[src/rtl/loopback_tester.sv]
module loopback_tester #(
  parameter int DW           = 16,
  parameter int EW           = 16,
  parameter int CYC_PER_SEC  = 200000000,
  parameter int SESSION_SECS = 30,
  parameter int LAT          = 4
) (
  input  logic          clk,
  input  logic          rst_n,
  input  logic          go,
  input  logic [DW-1:0] rx_data,
  output logic [DW-1:0] tx_data,
  output logic [EW-1:0] err_count,
  output logic          busy,
  output logic          done
);
  localparam int PW = (CYC_PER_SEC > 1) ? $clog2(CYC_PER_SEC) : 1;
  localparam int SW = (SESSION_SECS > 1) ? $clog2(SESSION_SECS) : 1;
  localparam int LW = (LAT > 1) ? $clog2(LAT) : 1;
  localparam logic [EW-1:0] EMAX = '1;

  localparam logic [2:0] S_IDLE = 3'b000;
  localparam logic [2:0] S_CLR  = 3'b001;
  localparam logic [2:0] S_WAIT = 3'b010;
  localparam logic [2:0] S_CMP  = 3'b011;
  localparam logic [2:0] S_ERR  = 3'b100;
  localparam logic [2:0] S_ADV  = 3'b101;
  localparam logic [2:0] S_CHK  = 3'b110;

  logic [2:0]    state;
  logic [LW-1:0] wcnt;
  logic [PW-1:0] pre;
  logic [SW-1:0] secs;
  logic          time_up;
  logic [DW-1:0] pat;
  logic [EW-1:0] errs;

  assign tx_data   = pat;
  assign err_count = errs;
  assign busy      = (state != S_IDLE);

  always_ff @(posedge clk or negedge rst_n) begin
    if (!rst_n) begin
      state <= S_IDLE;
      wcnt  <= '0;
    end else begin
      case (state)
        S_IDLE: if (go) state <= S_CLR;
        S_CLR:  begin state <= S_WAIT; wcnt <= '0; end
        S_WAIT: begin
          if (wcnt == LW'(LAT - 1)) begin
            wcnt  <= '0;
            state <= S_CMP;
          end else begin
            wcnt <= wcnt + 1'b1;
          end
        end
        S_CMP:  state <= (rx_data != pat) ? S_ERR : S_ADV;
        S_ERR:  state <= S_ADV;
        S_ADV:  state <= S_CHK;
        S_CHK:  state <= time_up ? S_IDLE : S_WAIT;
        default: state <= S_IDLE;
      endcase
    end
  end

  always_ff @(posedge clk or negedge rst_n) begin
    if (!rst_n)               pat <= '0;
    else if (state == S_CLR)  pat <= '0;
    else if (state == S_ADV)  pat <= pat + 1'b1;
  end

  always_ff @(posedge clk or negedge rst_n) begin
    if (!rst_n)                               errs <= '0;
    else if (state == S_CLR)                  errs <= '0;
    else if (state == S_ERR && errs != EMAX)  errs <= errs + 1'b1;
  end

  always_ff @(posedge clk or negedge rst_n) begin
    if (!rst_n) begin
      pre     <= '0;
      secs    <= '0;
      time_up <= 1'b0;
    end else if (state == S_CLR) begin
      pre     <= '0;
      secs    <= '0;
      time_up <= 1'b0;
    end else if (state != S_IDLE && !time_up) begin
      if (pre == PW'(CYC_PER_SEC - 1)) begin
        pre <= '0;
        if (secs == SW'(SESSION_SECS - 1)) time_up <= 1'b1;
        else                              secs    <= secs + 1'b1;
      end else begin
        pre <= pre + 1'b1;
      end
    end
  end

  always_ff @(posedge clk or negedge rst_n) begin
    if (!rst_n)                          done <= 1'b0;
    else if (state == S_IDLE && go)      done <= 1'b0;
    else if (state == S_CHK && time_up)  done <= 1'b1;
  end
endmodule

[config.mk]
export PLATFORM = sky130hd
export DESIGN_NAME = loopback_tester
export DESIGN_NICKNAME = d
export VERILOG_FILES = /design/src/rtl/loopback_tester.sv
export SDC_FILE = /design/constraint.sdc
export NUM_CORES = 1
export LEC_CHECK = 0
export ABC_AREA = 1
export BUFFER_PORTS_ARGS = -buffer_cell sky130_fd_sc_hd__clkbuf_2
export CAP_MARGIN = 20
export CORE_ASPECT_RATIO = 0.6
export CORE_MARGIN = 4
export CORE_UTILIZATION = 59
export DETAILED_ROUTE_END_ITERATION = 7
export PLACE_DENSITY = 0.84
export SLEW_MARGIN = 20
export SYNTH_ARGS = -nofsm -noshare
export SYNTH_HDL_FRONTEND = slang
export SYNTH_SLANG_ARGS = --single-unit
[constraint.sdc]
create_clock -name clk -period 1.8 [get_ports clk]
set_input_delay 0.18 -clock clk [delete_from_list [all_inputs] [get_ports clk]]
set_output_delay 0.18 -clock clk [all_outputs]
set_load 0.02 [all_outputs]
==> impl_metrics.csv, run 1 <==
group,metric,value,unit
synthesis,synth_top_area_frac,0.4035,
detailed_routing,wire_per_inst,15.03,um
clock_network,cts_root_buffer,"clkbuf_16",
layout,final_common_cell,"nand2_1",
timing,setup_viol,0,
timing,post-route-period-util,0.9777,
floorplan,core,7297,sq um
detailed_routing,top_layer,"met4",
synthesis,ys_seq_elements,72,
placement,finalWeightedCongestion,0.9862,
pwr,power_density,1153,nW/um^2
clock_network,h-tree-depth,3,
detailed_routing,routed_wl,11840,um
setup_path,crit_required,2.06,ns
global_route,grt_pass1_vias,3943,
timing,slew_headroom,0.5829,
setup_path,start_kind,"register",
floorplan,die_h,75.39,um
detailed_routing,ant_nets,0,
layout,drive_gt1_frac,0.1754,
synthesis,synth_nets,635,
global_route,antenna_found_initial,0,
layout,multiInputGateArea,2321,sq um
setup_path,cp-end-kind,"register",
worst_hold_path,holdPathStages,2,
clock_network,clockBufferDepth,2,
synthesis,yosys-top-cells-area,"dfrtp_1 (40%), nand2_1 (13%), nor2_1 (6.2%), inv_1 (6.1%), nand3_1 (4.6%)",
layout,antenna_cells,0,
detailed_routing,wl_met2,4963,um
synthesis,synth_warnings,0,
clock_network,cts_buffers,9,
layout,fillers,575,
timing,rsz0062_at_grt,"yes",
floorplan,io_pins,53,
placement,portBuffers,52,
timing,finalMaxSlewViolations,0,
floorplan,dieWidth,120.3,um
timing,hold_viol,0,
layout,area.sequential,1802,sq um
global_route,grt_pass1_wl,19530,um
synthesis,synth_cell_type_count,43,
synthesis,synth_flop_cell,"dfrtp_1",
synthesis,postSynthAreaPerCell,7.321,sq um
setup_path,reg2reg_depth,8,
layout,syn_to_final_growth,17.12,%
setup_path,arrival,2.02,ns
global_route,gr-total-overflow,0,
synthesis,synth_area,4466,sq um
synthesis,synth-async-reset-ratio,1.000,
setup_path,crit_type,"register to register",
run_status,status,"finished, final reports clean",
synthesis,yosys.area.top_type,"dfrtp_1",
clock_network,path_clk_slew,0.05,ns
detailed_routing,first_pass_iters,8,
pwr,ir_worst_vdd,0.6839,mV
synthesis,syn_inst,610,
floorplan,start_util,0.6120,
clock_network,worstSkewPairLatency,0.34,ns
layout,nets,704,
timing,clock.fmax,568.2,MHz
timing,worstMarginPinSlew,0.6199,ns
timing,final.min_clock_period,1.760,ns
timing,whs,0.1578,ns
placement,post-dp-hpwl,8620,um
detailed_routing,initialDrtViolationCount,473,
setup_path,cp_max_fo,6,
worst_hold_path,min_path_type,"input port to register",
detailed_routing,wirelength_met1,5499,um
synthesis,seq_area_frac_synth,0.4035,
floorplan,die_area,9071,sq um
timing,fin_tns_setup,0,ns
run,cap_violations,0,
detailed_routing,viasPerCell,5.662,
floorplan,num_rows,24,
detailed_routing,drc,0,
synthesis,synth_edf_count,0,
global_route,grt_max_degree,73,
layout,mostFrequentLayoutCells,"nand2_1 (156), inv_1 (72), nor2_1 (72), dfrtp_1 (72), clkbuf_2 (51)",
detailed_routing,num_vias,4462,
global_route,grtUsageTotal,0.2754,
setup_path,regToRegSetupSlack,0.04,ns
clock_network,cts.sinks,72,
clock_network,cts_tree,"done",
pwr,p_leak,0.002529,uW
detailed_routing,wl_met3,1231,um
timing,skew,0.005914,ns
## stage by stage
stage	instance area (sq um)	util	worst slack, ns	total power, uW	cells
2_1_floorplan	4466	-	0.1606	3694	610
3_3_place_gp	4892	0.6704	0.2016	4142	769
3_5_place_dp	4892	0.6704	0.09865	4250	769
4_1_cts	5189	0.7111	0.06440	5983	786
5_1_grt	5230	0.7167	-0.04147	6395	788
6_report	5230	0.7167	0.04018	6032	788
## worst max-delay path, stage by stage (launching register included)
cell	delay [ns]
dfrtp_1	0.48
nand2_1	0.11
nor2_1	0.26
nand3_2	0.17
nor3_2	0.32
nand2_1	0.12
nand2_1	0.08
inv_1	0.04
a21oi_1	0.10
## timing repair
action,in CTS,in global routing
endpoints found under the hold margin,72,0
buffers inserted,0,2
setup endpoints to repair,0,26
hold buffers,1,0
gates resized for setup,0,8
## cells in the mapped netlist, types with 3 or more instances
master / number
o21ai_1: 12
xor2_1: 12
o21ai_0: 21
nand2_1: 156
xnor2_1: 11
ha_1: 6
inv_2: 5
nor2_2: 5
nor3b_1: 3
buf_4: 3
nand3_2: 3
nor2_1: 74
nand2_2: 3
nand2_4: 6
inv_1: 72
or2_2: 5
dfrtp_1: 72
nor3_1: 15
a21oi_1: 32
nand3_1: 41
nand4_1: 23
## area by class of cell
class | instances | share of cell area
multi-input combinational | 450 | 0.4438
sequential | 72 | 0.3445
timing repair buffer | 66 | 0.07273
inverter | 80 | 0.05933
clock buffer | 14 | 0.05239
tap | 104 | 0.02488
clock inverter | 2 | 0.002392
## worst paths after layout
| check | startpoint | to |
|---|---|---|
| setup / recovery | pre[10]$_DFFE_PN0P_ | pre[17]$_DFFE_PN0P_ |
| hold / removal | go | done$_DFFE_PN0P_ |
| setup reg to reg | pre[10]$_DFFE_PN0P_ | pre[17]$_DFFE_PN0P_ |
| hold reg to reg | wcnt[0]$_DFFE_PN0P_ | wcnt[0]$_DFFE_PN0P_ |
| max in group asynchronous | rst_n | secs[1]$_DFFE_PN0P_ |
| min in group asynchronous | rst_n | tx_data[14]$_DFFE_PN0P_ |
## cells by family (layout without fill, tap and decap cells)
family	after synthesis	count (layout)	synth area share
compound gates	77	77	0.09386
xor+xnor	23	23	0.04511
flops	72	72	0.4035
buf+inv	88	162	0.08181
simple gates	344	344	0.3589
fa+ha+maj	6	6	0.01681
## routing by layer
| layer | vias to the layer above | GRT usage |
|---|---|---|
| li1 | 2126 | - |
| met1 | 2072 | 0.3959 |
| met2 | 236 | 0.4117 |
| met3 | 28 | 0.07715 |
| met4 | 0 | 0.08166 |
| met5 | - | 0 |
## registers in the layout, summed over array words and instances (netlist names)
signal / flops
err_count: 16
time_up: 1
done: 1
tx_data: 16
wcnt: 2
pre: 28
state: 3
secs: 5
## power breakdown
group | switching [uW] | internal [uW]
clock | 669 | 1040
combinational | 1480 | 671
sequential | 310 | 1860
(Power assumes the default switching activity.)
==> inputs of run 2 (changes only) <==
- ABC_AREA: 1 -> not set
- BUFFER_PORTS_ARGS: -buffer_cell sky130_fd_sc_hd__clkbuf_2 -> -buffer_cell sky130_fd_sc_hd__buf_2
- CORE_UTILIZATION: 59 -> 58
- GPL_ROUTABILITY_DRIVEN: not set -> 0
- PLACE_DENSITY: 0.84 -> 0.83
==> run 2 against run 1 <==
  * The run now ends with setup timing left
  * Clock power grew 16%
  * Power shrank 6.1%
  * Register-to-register slack lost 0.50 ns
  * Critical endpoint is now pre[10]$_DFFE_PN0P_
  * Largest cell class unchanged
==> impl_metrics.csv, run 2 <==
group,metric,value,unit
synthesis,yosys.area.top_type,"dfrtp_1",
worst_hold_path,min_path_type,"input port to register",
global_route,gr-total-overflow,0,
timing,hold_viol,0,
setup_path,r2r_start,"pre[10]$_DFFE_PN0P_",
layout,mostFrequentLayoutCells,"dfrtp_1 (70), nor2_1 (59), buf_4 (59), buf_2 (52), nand2_1 (39)",
setup_path,crit_required,2.02,ns
pwr,power_frac_seq,0.349,
setup_path,cp-end-kind,"register",
clock_network,cts.sinks,72,
floorplan,num_rows,23,
synthesis,ys_seq_elements,72,
timing,setup_viol,34,
synthesis,synth_cell_type_count,53,
run,cap_violations,0,
run_status,status,"complete, but fails checks",
layout,regMostFlops,"pre",
timing,skew,0.01069,ns
pwr,p_int,3774,uW
floorplan,core,6648,sq um
setup_path,arrival,2.48,ns
synthesis,synth_edf_count,0,
floorplan,die_h,72.08,um
detailed_routing,first_pass_iters,5,
synthesis,syn_inst,432,
setup_path,path_cells,"or4_1 -> or4_4 -> or2_4 -> a21oi_4 -> buf_12 -> nor2_1",
detailed_routing,wirelength_met1,5001,um
placement,place_ws,-0.3705,ns
global_route,grtUsageTotal,0.2876,
clock_network,cts_tree,"done",
detailed_routing,initialDrtViolationCount,495,
clock_network,cts_root_buffer,"clkbuf_16",
synthesis,synth_flop_cell,"dfrtp_1",
floorplan,die_area,8273,sq um
timing,rsz0062_at_grt,"yes",
detailed_routing,wl_met3,886,um
clock_network,h-tree-depth,3,
timing,fin_tns_setup,-13.78,ns
synthesis,synth_warnings,0,
floorplan,start_util,0.5970,
pwr,power_density,1081,nW/um^2
detailed_routing,num_vias,3828,
floorplan,dieWidth,114.8,um
synthesis,yosys-top-cells-area,"dfrtp_1 (45%), xor2_1 (7.3%), nor2_1 (5.7%), xnor2_1 (4.6%), nand2_1 (3.7%)",
global_route,grt_max_degree,73,
synthesis,synth_area,3969,sq um
global_route,grt_pass1_vias,3776,
layout,antenna_cells,0,
detailed_routing,viasPerCell,6.028,
run_status,violations,"setup timing",
layout,nets,568,
pwr,ir_worst_vdd,0.6895,mV
setup_path,cp_max_fo,19,
clock_network,clockBufferDepth,2,
global_route,grt_pass1_wl,18530,um
detailed_routing,wire_per_inst,17.96,um
setup_path,crit_type,"register to register",
pwr,p_clk_frac,0.349,
pwr,p_leak,0.002485,uW
worst_hold_path,min_from,"rx_data[9]",
detailed_routing,ant_nets,0,
setup_path,start_kind,"register",
global_route,antenna_found_initial,0,
pwr,p_sw,1892,uW
layout,syn_to_final_growth,32.09,%
detailed_routing,routed_wl,11410,um
layout,fillers,380,
detailed_routing,drc,0,
clock_network,cts_buffers,9,
layout,drive_gt1_frac,0.2938,
detailed_routing,top_layer,"met4",
detailed_routing,wl_met2,5333,um
synthesis,postSynthAreaPerCell,9.187,sq um
synthesis,synth.most_common_cell,"dfrtp_1",
timing,slew_headroom,0.7322,
placement,portBuffers,52,
pwr,swShare,0.3338,
clock_network,worstSkewPairLatency,0.34,ns
timing,final.min_clock_period,2.260,ns
timing,setup_slack,-0.4601,ns
floorplan,io_pins,53,
setup_path,crit_slowest_cell,"or4_4",
timing,finalMaxSlewViolations,0,
synthesis,synthTopCellsByCount,"dfrtp_1 (72), nor2_1 (60), nand2_1 (39), xor2_1 (33), nand3_1 (26)",
setup_path,startpoint,"pre[10]$_DFFE_PN0P_",
timing,worstMarginPinSlew,0.3980,ns
timing,clock.fmax,442.5,MHz
layout,final_common_cell,"dfrtp_1",
clock_network,path_clk_slew,0.06,ns
setup_path,critical-path-max-stage-delay,0.54,ns
layout,largest_reg_flops,28,
synthesis,seq_area_frac_synth,0.4540,
timing,post-route-period-util,1.256,
placement,post-dp-hpwl,7306,um
pwr,p_comb_frac,0.302,
synthesis,synth_nets,457,
synthesis,synth_top_area_frac,0.4540,
synthesis,synth-async-reset-ratio,1.000,
## run 2: metrics by stage
stage               hold slack (ns)  area (sq um)  cells  utilization  total power, uW
global route                 0.2243          5243    635       0.7886             5945
CTS                          0.1882          5154    633       0.7753             5557
global placement             0.2376          4738    612       0.7128             3482
floorplan                   -0.1156          3989    432            -             2872
finish                       0.2048          5243    635       0.7886             5666
detailed placement           0.2372          4738    612       0.7128             3564
## run 2: power groups by stage
stage / logic [uW] / registers [uW] / clock network, uW
after floorplan: 830 / 2040 / 0
after global placement: 1510 / 1970 / 0
after detailed placement: 1580 / 1990 / 0
after CTS: 1600 / 1970 / 1990
after global routing: 1870 / 1990 / 2080
final: 1710 / 1980 / 1980
## run 2: layout make-up
| cell class | instances | area, sq um | area share |
|---|---|---|---|
| Tap cell | 87 | 108.9 | 0.02076 |
| Inverter | 8 | 30.03 | 0.005728 |
| Clock inverter | 5 | 78.83 | 0.01504 |
| Clock buffer | 11 | 252.7 | 0.04821 |
| Multi-Input combinational cell | 335 | 2181 | 0.4160 |
| Timing Repair Buffer | 117 | 787.0 | 0.1501 |
| Sequential cell | 72 | 1804 | 0.3442 |
## run 2: routing by layer
layer	track usage	up-vias
met3	0.07750	22
met5	0	-
met1	0.3859	1867
li1	-	1767
met4	0.1029	0
met2	0.4552	172
## run 2: what timing repair did
action | in CTS | in global routing
hold buffers | 1 | 0
gates resized for setup | 11 | 17
endpoints found under the setup margin | 45 | 49
buffers inserted | 3 | 3
hold endpoints to repair | 72 | 0
gates cloned | 1 | 0
pin swaps | 3 | 8
## run 2: worst paths after layout
check | end | slack, ns | cells past startpoint
hold reg to reg | err_count[5]$_DFFE_PN0P_ | 0.52 | 1
setup / recovery | pre[10]$_DFFE_PN0P_ | -0.46 | 6
min in group asynchronous | pre[23]$_DFFE_PN0P_ | 0.39 | 3
setup reg to reg | pre[10]$_DFFE_PN0P_ | -0.46 | 6
hold / removal | state[0]$_DFFE_PN0P_ | 0.20 | 4
max in group asynchronous | pre[20]$_DFFE_PN0P_ | 1.08 | 3
## run 2: cells by family (layout without fill, tap and decap cells)
logic type,after synthesis,in the layout,synth area share
XOR/XNOR,54,54,0.1192
flip-flops,72,72,0.4540
AO/OA/AOI/OAI,61,61,0.1003
multiplexers,1,1,0.002522
buffers and inverters,25,141,0.02774
adder cells (fa/ha/maj),6,6,0.01892
AND/OR/NAND/NOR,213,213,0.2774
## run 2: critical path, delay by kind of cell (launching register included)
kind	cells	cell delay (ns)
and+or+nand+nor	4	1.41
DFF	1	0.41
buffers and inverters	1	0.17
AOI/OAI and AO/OA	1	0.15
